File: src/rtl/dual_tc.sv
module dual_tc (
  input  logic       clk,
  input  logic       rst_n,
  input  logic [2:0] bus_addr,
  input  logic       bus_we,
  input  logic [7:0] bus_wdata,
  output logic [7:0] bus_rdata,
  input  logic [1:0] evt_in,
  input  logic [1:0] gate_in,
  input  logic [1:0] xint_n,
  input  logic [1:0] tmr_ack,
  input  logic [1:0] xint_ack,
  output logic       cfg_err
);

  logic [7:0] mode_q, ctrl_q;
  logic [7:0] lo_q [2];
  logic [7:0] hi_q [2];
  logic [7:0] lo_n [2];
  logic [7:0] hi_n [2];
  logic [1:0] ev_s1, ev_s2, ev_p, gt_s1, gt_s2, xi_s1, xi_s2, xi_p;
  logic [1:0] tick, ovf, ie_set;
  logic [7:0] hw_set, hw_clr;

  wire [1:0] ev_fall = ev_p & ~ev_s2;
  wire [1:0] xi_fall = xi_p & ~xi_s2;

  always_comb begin
    for (int c = 0; c < 2; c++) begin
      logic [3:0]  nb;
      logic [12:0] v13;
      logic [15:0] v16;
      nb  = mode_q[4*c +: 4];
      v13 = {hi_q[c], lo_q[c][4:0]} + 13'd1;
      v16 = {hi_q[c], lo_q[c]} + 16'd1;
      tick[c] = ctrl_q[4+2*c] && (!nb[3] || gt_s2[c]) && (!nb[2] || ev_fall[c]);
      lo_n[c] = lo_q[c];
      hi_n[c] = hi_q[c];
      ovf[c]  = 1'b0;
      if (tick[c]) begin
        case (nb[1:0])
          2'd0: begin
            hi_n[c]      = v13[12:5];
            lo_n[c][4:0] = v13[4:0];
            ovf[c]       = (v13 == 13'd0);
          end
          2'd1: begin
            {hi_n[c], lo_n[c]} = v16;
            ovf[c] = (v16 == 16'd0);
          end
          2'd2: begin
            if (&lo_q[c]) begin
              lo_n[c] = hi_q[c];
              ovf[c]  = 1'b1;
            end else begin
              lo_n[c] = lo_q[c] + 8'd1;
            end
          end
          default: ;
        endcase
      end
    end
  end

  assign ie_set[0] = ctrl_q[0] ? xi_fall[0] : ~xi_s2[0];
  assign ie_set[1] = ctrl_q[2] ? xi_fall[1] : ~xi_s2[1];
  assign hw_set = {ovf[1], 1'b0, ovf[0], 1'b0, ie_set[1], 1'b0, ie_set[0], 1'b0};
  assign hw_clr = {tmr_ack[1], 1'b0, tmr_ack[0], 1'b0, xint_ack[1], 1'b0, xint_ack[0], 1'b0};

  assign cfg_err = (mode_q[1:0] == 2'd3) || (mode_q[5:4] == 2'd3) ||
                   (mode_q[1:0] == 2'd2 && mode_q[5:4] != 2'd2);

  always_ff @(posedge clk or negedge rst_n) begin
    if (!rst_n) begin
      mode_q <= '0;
      ctrl_q <= '0;
      ev_s1 <= '1; ev_s2 <= '1; ev_p <= '1;
      xi_s1 <= '1; xi_s2 <= '1; xi_p <= '1;
      gt_s1 <= '0; gt_s2 <= '0;
      for (int c = 0; c < 2; c++) begin
        lo_q[c] <= '0;
        hi_q[c] <= '0;
      end
    end else begin
      ev_s1 <= evt_in;  ev_s2 <= ev_s1; ev_p <= ev_s2;
      xi_s1 <= xint_n;  xi_s2 <= xi_s1; xi_p <= xi_s2;
      gt_s1 <= gate_in; gt_s2 <= gt_s1;
      if (bus_we && bus_addr == 3'd0) mode_q <= bus_wdata;
      if (bus_we && bus_addr == 3'd1) ctrl_q <= bus_wdata;
      else ctrl_q <= (ctrl_q | hw_set) & ~(hw_clr & ~hw_set);
      for (int c = 0; c < 2; c++) begin
        lo_q[c] <= (bus_we && bus_addr == 3'(2 + 2*c)) ? bus_wdata : lo_n[c];
        hi_q[c] <= (bus_we && bus_addr == 3'(3 + 2*c)) ? bus_wdata : hi_n[c];
      end
    end
  end

  always_comb begin
    case (bus_addr)
      3'd0: bus_rdata = mode_q;
      3'd1: bus_rdata = ctrl_q;
      3'd2: bus_rdata = lo_q[0];
      3'd3: bus_rdata = hi_q[0];
      3'd4: bus_rdata = lo_q[1];
      3'd5: bus_rdata = hi_q[1];
      default: bus_rdata = 8'h00;
    endcase
  end


  hold_chk: assert property (@(posedge clk) disable iff (!rst_n)
    (!ctrl_q[4] && !bus_we) |=> (lo_q[0] == $past(lo_q[0]) && hi_q[0] == $past(hi_q[0])));


  timer_chk: assert property (@(posedge clk) disable iff (!rst_n)
    (mode_q[3:0] == 4'b0001 && ctrl_q[4] && !bus_we && lo_q[0] != 8'hFF)
      |=> (lo_q[0] == 8'($past(lo_q[0]) + 8'd1)));


  reload_chk: assert property (@(posedge clk) disable iff (!rst_n)
    (mode_q[1:0] == 2'd2 && tick[0] && lo_q[0] == 8'hFF && !bus_we)
      |=> (lo_q[0] == $past(hi_q[0])));


  ovf_set_chk: assert property (@(posedge clk) disable iff (!rst_n)
    (ovf[0] && !bus_we) |=> ctrl_q[5]);


  ack_clr_chk: assert property (@(posedge clk) disable iff (!rst_n)
    (tmr_ack[1] && !ovf[1] && !bus_we) |=> !ctrl_q[7]);


  edge_flag_chk: assert property (@(posedge clk) disable iff (!rst_n)
    (ctrl_q[0] && xi_fall[0] && !bus_we) |=> ctrl_q[1]);

endmodule

File: config.mk
export PLATFORM = sky130hd
export DESIGN_NAME = dual_tc
export DESIGN_NICKNAME = d
export VERILOG_FILES = /design/src/rtl/dual_tc.sv
export SDC_FILE = /design/constraint.sdc
export NUM_CORES = 1
export LEC_CHECK = 0
export ABC_AREA = 1
export BUFFER_PORTS_ARGS = -buffer_cell sky130_fd_sc_hd__buf_2
export CAP_MARGIN = 20
export CELL_PAD_IN_SITES_DETAIL_PLACEMENT = 0
export CELL_PAD_IN_SITES_GLOBAL_PLACEMENT = 2
export CORE_MARGIN = 4
export CORE_UTILIZATION = 37
export DETAILED_ROUTE_END_ITERATION = 10
export PLACE_DENSITY_LB_ADDON = 0.2
export SETUP_SLACK_MARGIN = 0.05
export SLEW_MARGIN = 40
export SYNTH_ARGS = -nofsm -noshare
export SYNTH_HDL_FRONTEND = slang
export SYNTH_SLANG_ARGS = --single-unit
File: constraint.sdc
create_clock -name clk -period 5.1 [get_ports clk]
set_input_delay 0.255 -clock clk [delete_from_list [all_inputs] [get_ports clk]]
set_output_delay 0.255 -clock clk [all_outputs]
set_load 0.01 [all_outputs]
Yosys cells after proc, flatten, opt, wreduce, memory -nomap -nowiden
Index checks and enable logic that the tools add are counted.
{ "totals": {"regBits": 64, "inputBits": 24, "output_inout_bits": 9, "wordCells": 117} }
{ "op_classes": {"addsub": 6, "eq_ne": 12, "n_mux": 26, "bitwise_logic": 11, "n_reduce_logical": 46} }
{ "op_table": {"columns": ["operator", "count"], "rows": [
  ["8-bit 2-to-1 mux", 11],
  ["8-bit one-hot mux with 6 select lines", 1],
  ["16-bit by 1-bit adder with 16-bit output, second input constant", 2],
  ["16-bit logical NOT", 2],
  ["8-bit one-hot mux with 2 select lines", 2],
  ["5-bit one-hot mux with 3 select lines", 2],
  ["13-bit by 1-bit adder with 13-bit output, second input constant", 2],
  ["13-bit logical NOT", 2],
  ["8-bit by 1-bit adder with 8-bit output, second input constant", 2],
  ["8-bit bitwise AND", 2],
  ["8-bit inverter", 2],
  ["8-bit AND reduction", 2],
  ["3-bit one-hot mux with 2 select lines", 2],
  ["2-bit AND reduction", 6],
  ["3-bit nonzero test", 4],
  ["1-bit logical AND", 11],
  ["2-bit == test, second input constant", 4],
  ["8-bit OR", 1],
  ["2-bit nonzero test", 4],
  ["4-bit nonzero test", 2],
  ["3-bit by 2-bit == test with 1-bit output, second input constant", 2],
  ["3-bit == test, second input constant", 2],
  ["1-bit logical OR", 6],
  ["1-bit 2-to-1 mux", 6],
  ["10 further kinds", 19]
]} }

Logic depth before layout (Yosys ltp)
{ "depth": {"ltp_word": 10, "ltp_mapped": 16, "depth_no_buf": 15} }

Worst setup path before layout
Ideal clock, no wire load.
{ "synth_timing": {"path_kind": "register to register", "start": "reg lo_q[0] (netlist name)", "end": "reg lo_q[4] (netlist name)", "setup_time_ps": 90, "arrival_time_ps": 1673, "t_required_ps": 5010, "setup_slack_ps": 3337, "stages_incl_launch_ff": 12, "n_path_buf": 0, "period_less_slack_ps": 1763, "cell_sequence": "dfrtp_1 -> ha_1 -> nand3_2 -> inv_2 -> nand2_1 -> nor2_1 -> inv_2 -> nor2_1 -> inv_1 -> o21ai_0 -> nand2_1 -> o221ai_1"} }
{ "synth_between": {"elab_chain_len": 5, "word_cells_on_any_way": 8, "classes_between": "add/sub (3); mux (4); reduce/logical (1)"} }
{ "synth_rtl": {"columns": ["item", "line_no", "rtl"], "rows": [
  ["start: declaration", "17", "logic [7:0] lo_q [2];"],
  ["start signal: indexed assignment", "92", "lo_q[c] <= (bus_we && bus_addr == 3'(2 + 2*c)) ? bus_wdata : lo_n[c];"],
  ["8-bit by 1-bit adder with 8-bit output or 8-bit AND reduction (tied branches)", "56, 52", null],
  ["8-bit 2-to-1 mux", "52", "if (&lo_q[c]) begin"],
  ["5-bit one-hot mux with 3 select lines (*)", "41", "case (nb[1:0])"],
  ["8-bit 2-to-1 mux (*)", "40", "if (tick[c]) begin"],
  ["8-bit 2-to-1 mux (*)", "92", null]
]} }
Every way passes the cells marked *; elsewhere a longest branch is shown, timed or not. The select of a mux whose other input is x is not followed.
A chain may end at the register's enable or synchronous reset.

Worst setup path in the final report
{ "layout_timing": {"start": "reg lo_q[0] (netlist name)", "end": "reg ctrl_q[7]"} }
{ "layout_between": {"elab_chain_len": 9, "word_cells_on_any_way": 14, "classes_between": "add/sub (2); mux (4); bitwise (5); reduce/logical (3)"} }
{ "layout_rtl": {"columns": ["item", "line_no", "rtl"], "rows": [
  ["16-bit by 1-bit adder with 16-bit output, or another cell as far along", "35", "v16 = {hi_q[c], lo_q[c]} + 16'd1;"],
  ["16-bit logical NOT, or another cell as far along", "49", "ovf[c] = (v16 == 16'd0);"],
  ["1-bit one-hot mux with 3 select lines (*)", "41", null],
  ["1-bit 2-to-1 mux (*)", "40", null],
  ["8-bit inverter", "90", "else ctrl_q <= (ctrl_q | hw_set) & ~(hw_clr & ~hw_set);"],
  ["8-bit bitwise AND", "90", null],
  ["8-bit inverter", "90", null],
  ["8-bit bitwise AND (*)", "90", null],
  ["8-bit 2-to-1 mux (*)", "89", "if (bus_we && bus_addr == 3'd1) ctrl_q <= bus_wdata;"],
  ["end signal: assignment", "89", null],
  ["end signal: assignment", "90", null],
  ["end: declaration", "16", "logic [7:0] mode_q, ctrl_q;"]
]} }
Every way passes the cells marked *; elsewhere a longest branch is shown, timed or not.

==> results.txt <==
vias in the first global route - 4581
PortBufs - 32
Hold Path Class - in2async
Post-CTS Hold Buffers - 0
critical path class - reg2reg
Overflow after GRT - 0
layout cells sized above 1 - 0.124
fin crit share - 0.471
Detail Route Antenna Nets - 0
CTS Buf Count - 9
max-slew violations - 0
initial antenna violation count - 0
Tmin final - 2.40 ns
total die area - 14600 µm²
CP cell instances - ha_1, nand3_2, inv_2, nand2_1, o21ai_1, nand2_1, inv_1, nand2_1, nor2_1, nand4_1, nand3_1, nand2_1, a21oi_2
Max stage delay cell, worst path - dfrtp_1
Detailed Route Iter0 Violations - 462
Post-Layout Inst Area - 5350 µm²
Via density - 5.64
Yosys reg bits - 64
Core Area - 12200 µm²
H-tree Lvls - 3
Longest Clk Path Bufs - 2
die width - 121 µm
Wirelength per Cell - 19.3 µm
first-pass GRT wire length - 26100 µm
Placed Cells incl. Taps - 872
Initial Util - 0.385
Fin Setup TNS - 0 ns
syn nets - 721
CP Launch Type - flop
IO Count - 33
drt first pass iters - 6
final hold vios - 0
ant diodes - 0
kind of cell adding the most delay to the critical path - simple AND/OR/NAND/NOR gates
Die Y - 121 µm
post-route DRC violation count - 0
Post-Syn Area - 4700 µm²
PostCTS Resize Cnt - 0
run status - finished, final reports clean
syn avg cell area - 6.86 µm²
via count - 5008
Seq/Total Area, Yosys - 0.344
WL final - 17100 µm
Max Freq - 416 MHz
Final WS setup - 2.70 ns
Root Buffer - clkbuf_16
Syn. warnings - 0
Post-Synthesis Cells - 686
Setup crit end kind - flop
Placement Cell Area - 5020 µm²
CP max stage delay - 0.57 ns
Worst Setup SP - lo_q[0]
Post-Layout Cell Count - 888
CTS tree - built
Sink Count - 64
worst clock skew - 0.00888 ns
Cell Pwr Density - 515 nW/µm²
peak supply drop - 0.224 mV
R2R Path Start - lo_q[0]
Tightest Pin Transition - 0.752 ns
max_cap viols - 0
Detailed Place HPWL - 13200 µm
WP data required - 5.36 ns
RSZ-0062 raised after global routing - no
most used cell, CP - nand2_1
Clock transition at path regs - 0.06 ns
Crit path buffers/inverters - 2
Final GP Congestion - 0.950
latest clock arrival within the worst-skew pair - 0.33 ns
Leak - 2.53 nW
largest net degree at the start of global routing - 65
Arr. time, crit path - 2.66 ns
pre-CTS setup slack - 2.81 ns
worst hold margin - 0.00916 ns
area grow syn2layout - 13.7%
setup violators final - 0
synth unique cells - 35
Global Route Usage Sum - 0.235
Post-CTS Repair Setup Buffers - 0
Filler cells - 1292
Nets - 750
Slew headroom - 0.496
CP max FO - 9
std cell rows - 40
## cells in the final DEF, fill, tap and decap left out, types with 2 or more instances in the layout
cell       count
o211ai_1      24
a221oi_1       6
buf_2         32
nand4_1       14
o21ai_1        5
a21oi_2        3
inv_6          3
o221ai_1      24
nor3_1         4
a21oi_1       22
bufinv_16      2
inv_1         95
dfrtp_1       52
ha_1          11
clkinv_1       2
nor2_1        63
nand2_2        6
o22ai_1        9
nand2_1      194
xor2_1        10
nor2_4         4
nand3_1       42
inv_2          5
nor2_2         5
nand3_2        2
dfstp_2       12
a22oi_1        8
clkbuf_16      9
o311ai_0       2
o21ai_0       41
## cell usage after synthesis (all sizes together)
| library cell | number | area, µm² |
|---|---|---|
| o2111ai | 1 | 8.76 |
| ha | 11 | 138 |
| o221ai | 24 | 210 |
| a22oi | 8 | 60.1 |
| clkbuf | 6 | 22.5 |
| o21ai | 46 | 230 |
| buf | 9 | 47.6 |
| xnor2 | 1 | 8.76 |
| o22ai | 9 | 56.3 |
| nand3 | 44 | 230 |
| dfstp | 12 | 315 |
| or2 | 1 | 6.26 |
| nand2 | 200 | 766 |
| dfrtp | 52 | 1300 |
| o311ai | 2 | 17.5 |
| o31ai | 1 | 7.51 |
| xor2 | 10 | 87.6 |
| o211ai | 24 | 180 |
| inv | 100 | 375 |
| clkinv | 2 | 7.51 |
| nor2 | 72 | 313 |
| nand4 | 14 | 87.6 |
| a221oi | 6 | 52.6 |
| nor3 | 6 | 46.3 |
| a21oi | 25 | 129 |
## where the power goes
group	leakage (nW)	internal, mW	total (mW)	switching (mW)
Clock	0.157	0.434	0.686	0.252
Combinational	1.61	0.380	1.11	0.732
Sequential	0.766	0.657	0.958	0.301
Total	2.53	1.47	2.76	1.28
## sequential cells by signal, indices dropped and copies added, names as in the netlist
name	cells
lo_q	16
xi_s2	2
gt_s1	2
ctrl_q	8
xi_p	2
xi_s1	2
mode_q	8
hi_q	16
ev_s1	2
ev_p	2
gt_s2	2
ev_s2	2
## layer usage
layer	up-vias	part of all wire	global-route usage
li1	2371	-	-
met1	2378	0.48	0.368
met2	239	0.42	0.335
met3	20	0.087	0.0468
met4	0	0.012	0.0390
met5	-	0	0
## cell type report
cell class	count	area, µm²	share of cell area
Inverter	102	383	0.0715
Timing Repair Buffer	33	171	0.0320
Multi-Input combinational cell	505	2640	0.494
Tap cell	168	210	0.0393
Clock inverter	7	103	0.0192
Clock buffer	9	225	0.0421
Sequential cell	64	1620	0.302
## logic make-up after synthesis
group / after synthesis / share of synthesized area
adder cells (fa/ha/maj): 11 / 0.0293
AO/OA/AOI/OAI: 146 / 0.202
XOR/XNOR: 11 / 0.0205
buffers and inverters: 117 / 0.0963
flip-flops: 64 / 0.344
AND/OR/NAND/NOR: 337 / 0.308
## through the flow
step / util / power (mW)
2_1_floorplan: - / 1.64
3_3_place_gp: 0.410 / 2.05
3_5_place_dp: 0.411 / 2.03
4_1_cts: 0.438 / 2.73
5_1_grt: 0.438 / 2.93
6_report: 0.438 / 2.76
## worst paths after layout
| check | slack, ns | to | cells past startpoint |
|---|---|---|---|
| setup / recovery | 2.70 | ctrl_q[7] | 13 |
| hold / removal | 0.009 | lo_q[8] | 2 |
| setup reg to reg | 2.70 | ctrl_q[7] | 13 |
| hold reg to reg | 0.36 | gt_s2[0] | 0 |
| max in group asynchronous | 4.65 | ctrl_q[5] | 2 |
| min in group clk | 0.02 | xi_s1[0] | 1 |
No activity file was read; power rests on OpenSTA's default activity.
